**src/rtl/axil_wrtest_master.sv**
```systemverilog
module axil_wrtest_master #(
  parameter int          BEATS     = 16,
  parameter logic [31:0] BASE_ADDR = 32'h0000_4000
) (
  input  logic        clk,
  input  logic        rst_n,
  output logic [31:0] m_awaddr,
  output logic [2:0]  m_awprot,
  output logic        m_awvalid,
  input  logic        m_awready,
  output logic [31:0] m_wdata,
  output logic [3:0]  m_wstrb,
  output logic        m_wvalid,
  input  logic        m_wready,
  input  logic [1:0]  m_bresp,
  input  logic        m_bvalid,
  output logic        m_bready,
  output logic [31:0] m_araddr,
  output logic [2:0]  m_arprot,
  output logic        m_arvalid,
  input  logic        m_arready,
  input  logic [31:0] m_rdata,
  input  logic [1:0]  m_rresp,
  input  logic        m_rvalid,
  output logic        m_rready,
  output logic        wr_done,
  output logic        rd_done,
  output logic        err
);
  localparam int IW = $clog2(BEATS) + 1;
  localparam logic [IW-1:0] LAST = IW'(BEATS - 1);

  typedef enum logic [2:0] {ST_IDLE, ST_WREQ, ST_WRSP, ST_RREQ, ST_RRSP, ST_DONE} st_t;

  st_t           state;
  logic [IW-1:0] idx;
  logic          aw_pend, w_pend;
  logic          wr_done_q, rd_done_q, err_q;
  logic [31:0]   cur_addr, cur_data;
  logic          aw_ok, w_ok;

  assign cur_addr = BASE_ADDR + (32'(idx) << 2);
  assign cur_data = 32'hA5A5_0000 ^ (32'(idx) * 32'h0001_0001);

  assign m_awaddr  = cur_addr;
  assign m_awprot  = 3'b000;
  assign m_awvalid = (state == ST_WREQ) && aw_pend;
  assign m_wdata   = cur_data;
  assign m_wstrb   = 4'hF;
  assign m_wvalid  = (state == ST_WREQ) && w_pend;
  assign m_bready  = (state == ST_WRSP);
  assign m_araddr  = cur_addr;
  assign m_arprot  = 3'b000;
  assign m_arvalid = (state == ST_RREQ);
  assign m_rready  = (state == ST_RRSP);
  assign wr_done   = wr_done_q;
  assign rd_done   = rd_done_q;
  assign err       = err_q;

  assign aw_ok = !aw_pend || m_awready;
  assign w_ok  = !w_pend  || m_wready;

  always_ff @(posedge clk) begin
    if (!rst_n) begin
      state     <= ST_IDLE;
      idx       <= '0;
      aw_pend   <= 1'b0;
      w_pend    <= 1'b0;
      wr_done_q <= 1'b0;
      rd_done_q <= 1'b0;
      err_q     <= 1'b0;
    end else begin
      case (state)
        ST_IDLE: begin
          idx     <= '0;
          aw_pend <= 1'b1;
          w_pend  <= 1'b1;
          state   <= ST_WREQ;
        end
        ST_WREQ: begin
          if (m_awready) aw_pend <= 1'b0;
          if (m_wready)  w_pend  <= 1'b0;
          if (aw_ok && w_ok) state <= ST_WRSP;
        end
        ST_WRSP: if (m_bvalid) begin
          if (m_bresp != 2'b00) err_q <= 1'b1;
          if (idx == LAST) begin
            wr_done_q <= 1'b1;
            idx       <= '0;
            state     <= ST_RREQ;
          end else begin
            idx     <= idx + 1'b1;
            aw_pend <= 1'b1;
            w_pend  <= 1'b1;
            state   <= ST_WREQ;
          end
        end
        ST_RREQ: if (m_arready) state <= ST_RRSP;
        ST_RRSP: if (m_rvalid) begin
          if (m_rresp != 2'b00 || m_rdata != cur_data) err_q <= 1'b1;
          if (idx == LAST) begin
            rd_done_q <= 1'b1;
            state     <= ST_DONE;
          end else begin
            idx   <= idx + 1'b1;
            state <= ST_RREQ;
          end
        end
        default: state <= ST_DONE;
      endcase
    end
  end

  a_r1_quiet_in_reset: assert property (@(posedge clk)
    !rst_n |=> (!rst_n |-> (!m_awvalid && !m_wvalid && !m_arvalid && !wr_done && !rd_done && !err)));
  a_r3_aw_hold: assert property (@(posedge clk) disable iff (!rst_n)
    m_awvalid && !m_awready |=> m_awvalid && $stable(m_awaddr));
  a_r3_w_hold: assert property (@(posedge clk) disable iff (!rst_n)
    m_wvalid && !m_wready |=> m_wvalid && $stable(m_wdata));
  a_r3_ar_hold: assert property (@(posedge clk) disable iff (!rst_n)
    m_arvalid && !m_arready |=> m_arvalid && $stable(m_araddr));
  a_r4_wr_done_sticky: assert property (@(posedge clk) disable iff (!rst_n)
    wr_done |=> wr_done);
  a_r4_no_req_while_resp: assert property (@(posedge clk) disable iff (!rst_n)
    m_bready |-> !m_awvalid && !m_wvalid);
  a_r5_read_after_write: assert property (@(posedge clk) disable iff (!rst_n)
    m_arvalid |-> wr_done);
  a_r6_idle_when_done: assert property (@(posedge clk) disable iff (!rst_n)
    rd_done |-> !m_awvalid && !m_wvalid && !m_arvalid && wr_done);
  a_r7_err_sticky: assert property (@(posedge clk) disable iff (!rst_n)
    err |=> err);
  a_r8_bad_bresp: assert property (@(posedge clk) disable iff (!rst_n)
    m_bvalid && m_bready && m_bresp != 2'b00 |=> err);
endmodule

```
**config.mk**
```make
export PLATFORM = sky130hd
export DESIGN_NAME = axil_wrtest_master
export DESIGN_NICKNAME = d
export VERILOG_FILES = /design/src/rtl/axil_wrtest_master.sv
export SDC_FILE = /design/constraint.sdc
export NUM_CORES = 1
export LEC_CHECK = 0
export BUFFER_PORTS_ARGS = -buffer_cell sky130_fd_sc_hd__buf_2
export CAP_MARGIN = 20
export CORE_MARGIN = 2
export CORE_UTILIZATION = 34
export CTS_CLUSTER_SIZE = 24
export DETAILED_ROUTE_END_ITERATION = 12
export GPL_ROUTABILITY_DRIVEN = 0
export PLACE_DENSITY = 0.78
export SLEW_MARGIN = 20
export SYNTH_ARGS = -nofsm -noshare
export SYNTH_HDL_FRONTEND = slang
export SYNTH_SLANG_ARGS = --single-unit
```
**constraint.sdc**
```tcl
create_clock -name clk -period 1.9 [get_ports clk]
set_input_delay 0 -clock clk [delete_from_list [all_inputs] [get_ports clk]]
set_output_delay 0 -clock clk [all_outputs]
set_load 0.02 [all_outputs]
```
==> results.txt <==
----------------------------------------------------
[Placement]
  HPWL after detailed placement ... 2.96 mm
  I/O Buffers ... 70
  Place WS ... 0.0242 ns

[STA]
  Skew final ... 0.00766 ns
  RSZ-0062 raised after global routing ... false
  Period Utilization, post-route ... 93.9%
  Fin Setup TNS ... 0 ns
  Number of slew-limit violations in the final report ... 0
  Final worst setup slack ... 0.115 ns
  Final setup fails ... 0
  Final critical path time including I/O delays and setup ... 1.78 ns
  Final hold vios ... 0
  Highest clock rate ... 0.560 GHz

[Critical path]
  Worst reg2reg path startpoint ... idx[0]
  Kind of end point of the critical path ... flip-flop
  Category of the critical setup timing path ... reg2reg
  Combined buffer and inverter count along the critical path ... 1
  Capturing point of the worst reg2reg path ... idx[1]
  Instance count on the critical path ... 9
  Crit path top cell by count ... ha_4
  Highest net fanout along the worst path ... 7
  Cell family with the largest share of critical-path delay ... simple AND/OR/NAND/NOR gates
  Worst path slowest cell ... dfxtp_4
  Worst Path Required ... 2.03 ns
  Register-to-register setup slack ... 0.12 ns
  CP Data Arrival Time ... 1.92 ns
  Cell breakdown of the critical path ... ha_4 -> and3_4 -> ha_4 -> nand2b_4 -> a21oi_2 -> o21ai_2 -> buf_6 -> mux2i_1 -> nor2_1
  Maximum single-stage delay on the critical path ... 0.35 ns
  Worst Reg2Reg Path Length in Cells ... 9
  CP startpoint kind ... flip-flop

[Clock network]
  Clock H-tree levels ... 1
  Clock tree root buffer cell ... clkbuf_8
  Worst-path clk slew ... 0.06 ns
  Count of clock tree sinks ... 13
  Clock tree from TritonCTS ... built
  Cts hold-fix bufs ... 0
  Number of buffers added by the clock tree synthesis step ... 3
  Maximum root-to-sink buffer count ... 2
  Worst skew pair latency ... 0.25 ns

[Synthesis]
  Number of instances in the synthesized netlist ... 221
  Sequential area share after synthesis ... 15.2%
  Summed instance area of the synthesized netlist ... 0.00171 mm^2
  Mean post-synth cell area ... 7.73 um^2
  Total of warnings raised by yosys ... 0
  Count of state elements after synthesis ... 13
  Number of distinct library cells after synthesis ... 45

[Finish]
  Area delta synth->final ... 9.23%
  Antenna cell count ... 0
  Fill count ... 518
  Net total in the final layout ... 333
  Leading cell type in the layout, fill and taps excluded ... conb_1
  Most frequent cells in the layout ... 86 x conb_1, 70 x buf_2, 11 x dfxtp_1
  Share of post-route cells with drive strength above 1 ... 35.3%

[Routing]
  Router iterations before antenna repair ... 4
  DR iter-0 viols ... 86
  Via-per-instance ratio ... 4.01
  Wire length reported by the detailed router ... 3.50 mm
  Number of remaining DRC errors ... 0
  Post-detailed-route count of antenna-violating nets ... 0
  Routed length per instance ... 9.92 um
  Total vias in the final route ... 1417

[Global route]
  Maximum number of pins on one net before global-route repair ... 12
  Number of global-route vias before repair ... 1068
  Number of antenna violations at the first check in global routing ... 0
  Wire length of the first global-routing pass ... 4.69 mm
  Total routing usage reported by global routing ... 10.9%
  GR Overflow Total ... 0

[Run]
  Count of max-cap constraint violations ... 0

[Power and ir drop]
  Internal cell power ... 0.833 mW
  Switching Fraction ... 48.6%
  P_leak ... 1.02 nW
  Part of the power in the clock network ... 15.6%
  Worst-case vdd ir drop ... 0.000307 V
  Total power divided by cell area ... 870 mW/mm^2
  Combinational share of power ... 58.5%
  Sequential Power Share ... 25.9%
  Switching power total ... 0.789 mW

[Min path]
  Hold path startpoint ... m_wready
  Class of the most critical hold timing path ... in2reg
  Cell depth of the worst hold path ... 4
  End point of the worst hold path ... w_pend

[Die]
  Floorplan Core Area ... 0.00479 mm^2
  Initial Util ... 35.7%
  Die area ... 0.00561 mm^2
  Standard-cell row count ... 25
  Io pins ... 157
  Vertical die dimension ... 74.9 um
  Die width ... 74.9 um

[Run status]
  Outcome ... finished, final reports clean

----------------------------------------------------
[layer usage]
metal	routed length (um)	vias to the layer above	GRT usage, %	part of all wire, %
met1	1300	628	13.0	37
met4	42	0	5.95	1.2
met5	0	-	0	0
met2	1800	102	19.3	51
met3	359	4	0.937	10
li1	-	683	-	-
[worst max path at each step]
stage | startpoint | end | slack [ns]
6_report | idx[0] | idx[1] | 0.12
5_1_grt | idx[0] | idx[1] | 0.007
4_1_cts | idx[0] | idx[1] | 0.02
3_5_place_dp | idx[0] | aw_pend | 0.02
3_3_place_gp | idx[0] | w_pend | 0.06
2_1_floorplan | idx[0] | idx[4] | 0.01
[Yosys cell counts (all sizes together)]
library cell	count	area share, %
o211a	1	0.59
xnor2	2	1.0
o221a	1	0.66
nor2b	4	1.5
a211o	1	0.51
o22ai	1	0.37
xor2	1	0.51
a21oi	7	2.3
buf	104	46
or3	3	1.1
mux2i	1	0.59
o21a	4	1.8
o211ai	3	1.3
nor4bb	1	0.59
nor4b	2	1.0
nand4	2	0.73
o21ai	9	2.9
a221oi	1	0.51
nand3	4	1.2
or3b	1	0.51
o31ai	1	0.73
nand3b	1	0.44
a2111oi	1	0.88
and3	4	1.5
nand2	8	1.8
ha	3	2.2
nor4	2	0.73
conb	2	0.44
dfxtp	13	15
nor3	4	1.2
and3b	1	0.51
nor3b	3	1.6
inv	8	1.8
nand2b	2	1.2
nor2	10	2.6
and2b	2	0.95
a31oi	3	1.1
[timing repair]
| item | in CTS | in global routing |
|---|---|---|
| setup buffers | 0 | 1 |
| resized for setup | 0 | 6 |
| setup endpoints to repair | 0 | 7 |
[flip-flops by register name, indices dropped and copies added (netlist names)]
| name | flops |
|---|---|
| state | 3 |
| err | 1 |
| wr_done | 1 |
| rd_done | 1 |
| idx | 5 |
| w_pend | 1 |
| aw_pend | 1 |
[cell families (layout without fill, tap and decap cells)]
group | count (synthesis) | after routing | share of synthesized area [%]
XOR/XNOR | 3 | 3 | 1.54
AND/OR/NAND/NOR | 54 | 54 | 19.0
other | 2 | 86 | 0.440
adder cells (fa/ha/maj) | 3 | 3 | 2.20
AO/OA/AOI/OAI | 33 | 33 | 13.6
multiplexers | 1 | 1 | 0.586
buffers and inverters | 112 | 93 | 47.4
flip-flops | 13 | 13 | 15.2
[worst min-delay path: cells and delay by family]
family | cells | cell delay [ns]
simple gates | 2 | 0.14
buf+inv | 1 | 0.11
compound gates | 1 | 0.06
[through the flow]
stage / instance area, um^2 / hold WS [ns] / total power [mW] / util [%] / cells
global route: 1870 / 0.116 / 1.74 / 39.0 / 353
floorplan: 2050 / 0.181 / 1.27 / - / 305
finish: 1870 / 0.0847 / 1.62 / 39.0 / 353
CTS: 1820 / 0.0754 / 1.60 / 38.1 / 352
detailed placement: 1780 / 0.348 / 1.33 / 37.1 / 348
global placement: 1780 / 0.334 / 1.32 / 37.1 / 348
[power by group through the flow]
stage	logic, mW	registers [mW]	clock network [mW]
4_1_cts	0.919	0.414	0.263
2_1_floorplan	0.857	0.418	0
3_3_place_gp	0.903	0.414	0
6_report	0.949	0.420	0.254
3_5_place_dp	0.916	0.418	0
5_1_grt	1.04	0.433	0.270
[cell type report]
class | count | area, um^2 | share of cell area (%)
multi-input combinational | 180 | 1000 | 53.8
tap | 67 | 83.8 | 4.49
clock buffer | 3 | 41.3 | 2.21
timing repair buffer | 81 | 437 | 23.4
sequential | 13 | 265 | 14.2
inverter | 8 | 30.0 | 1.61
clock inverter | 1 | 5.00 | 0.268
(Power assumes the default switching activity.)
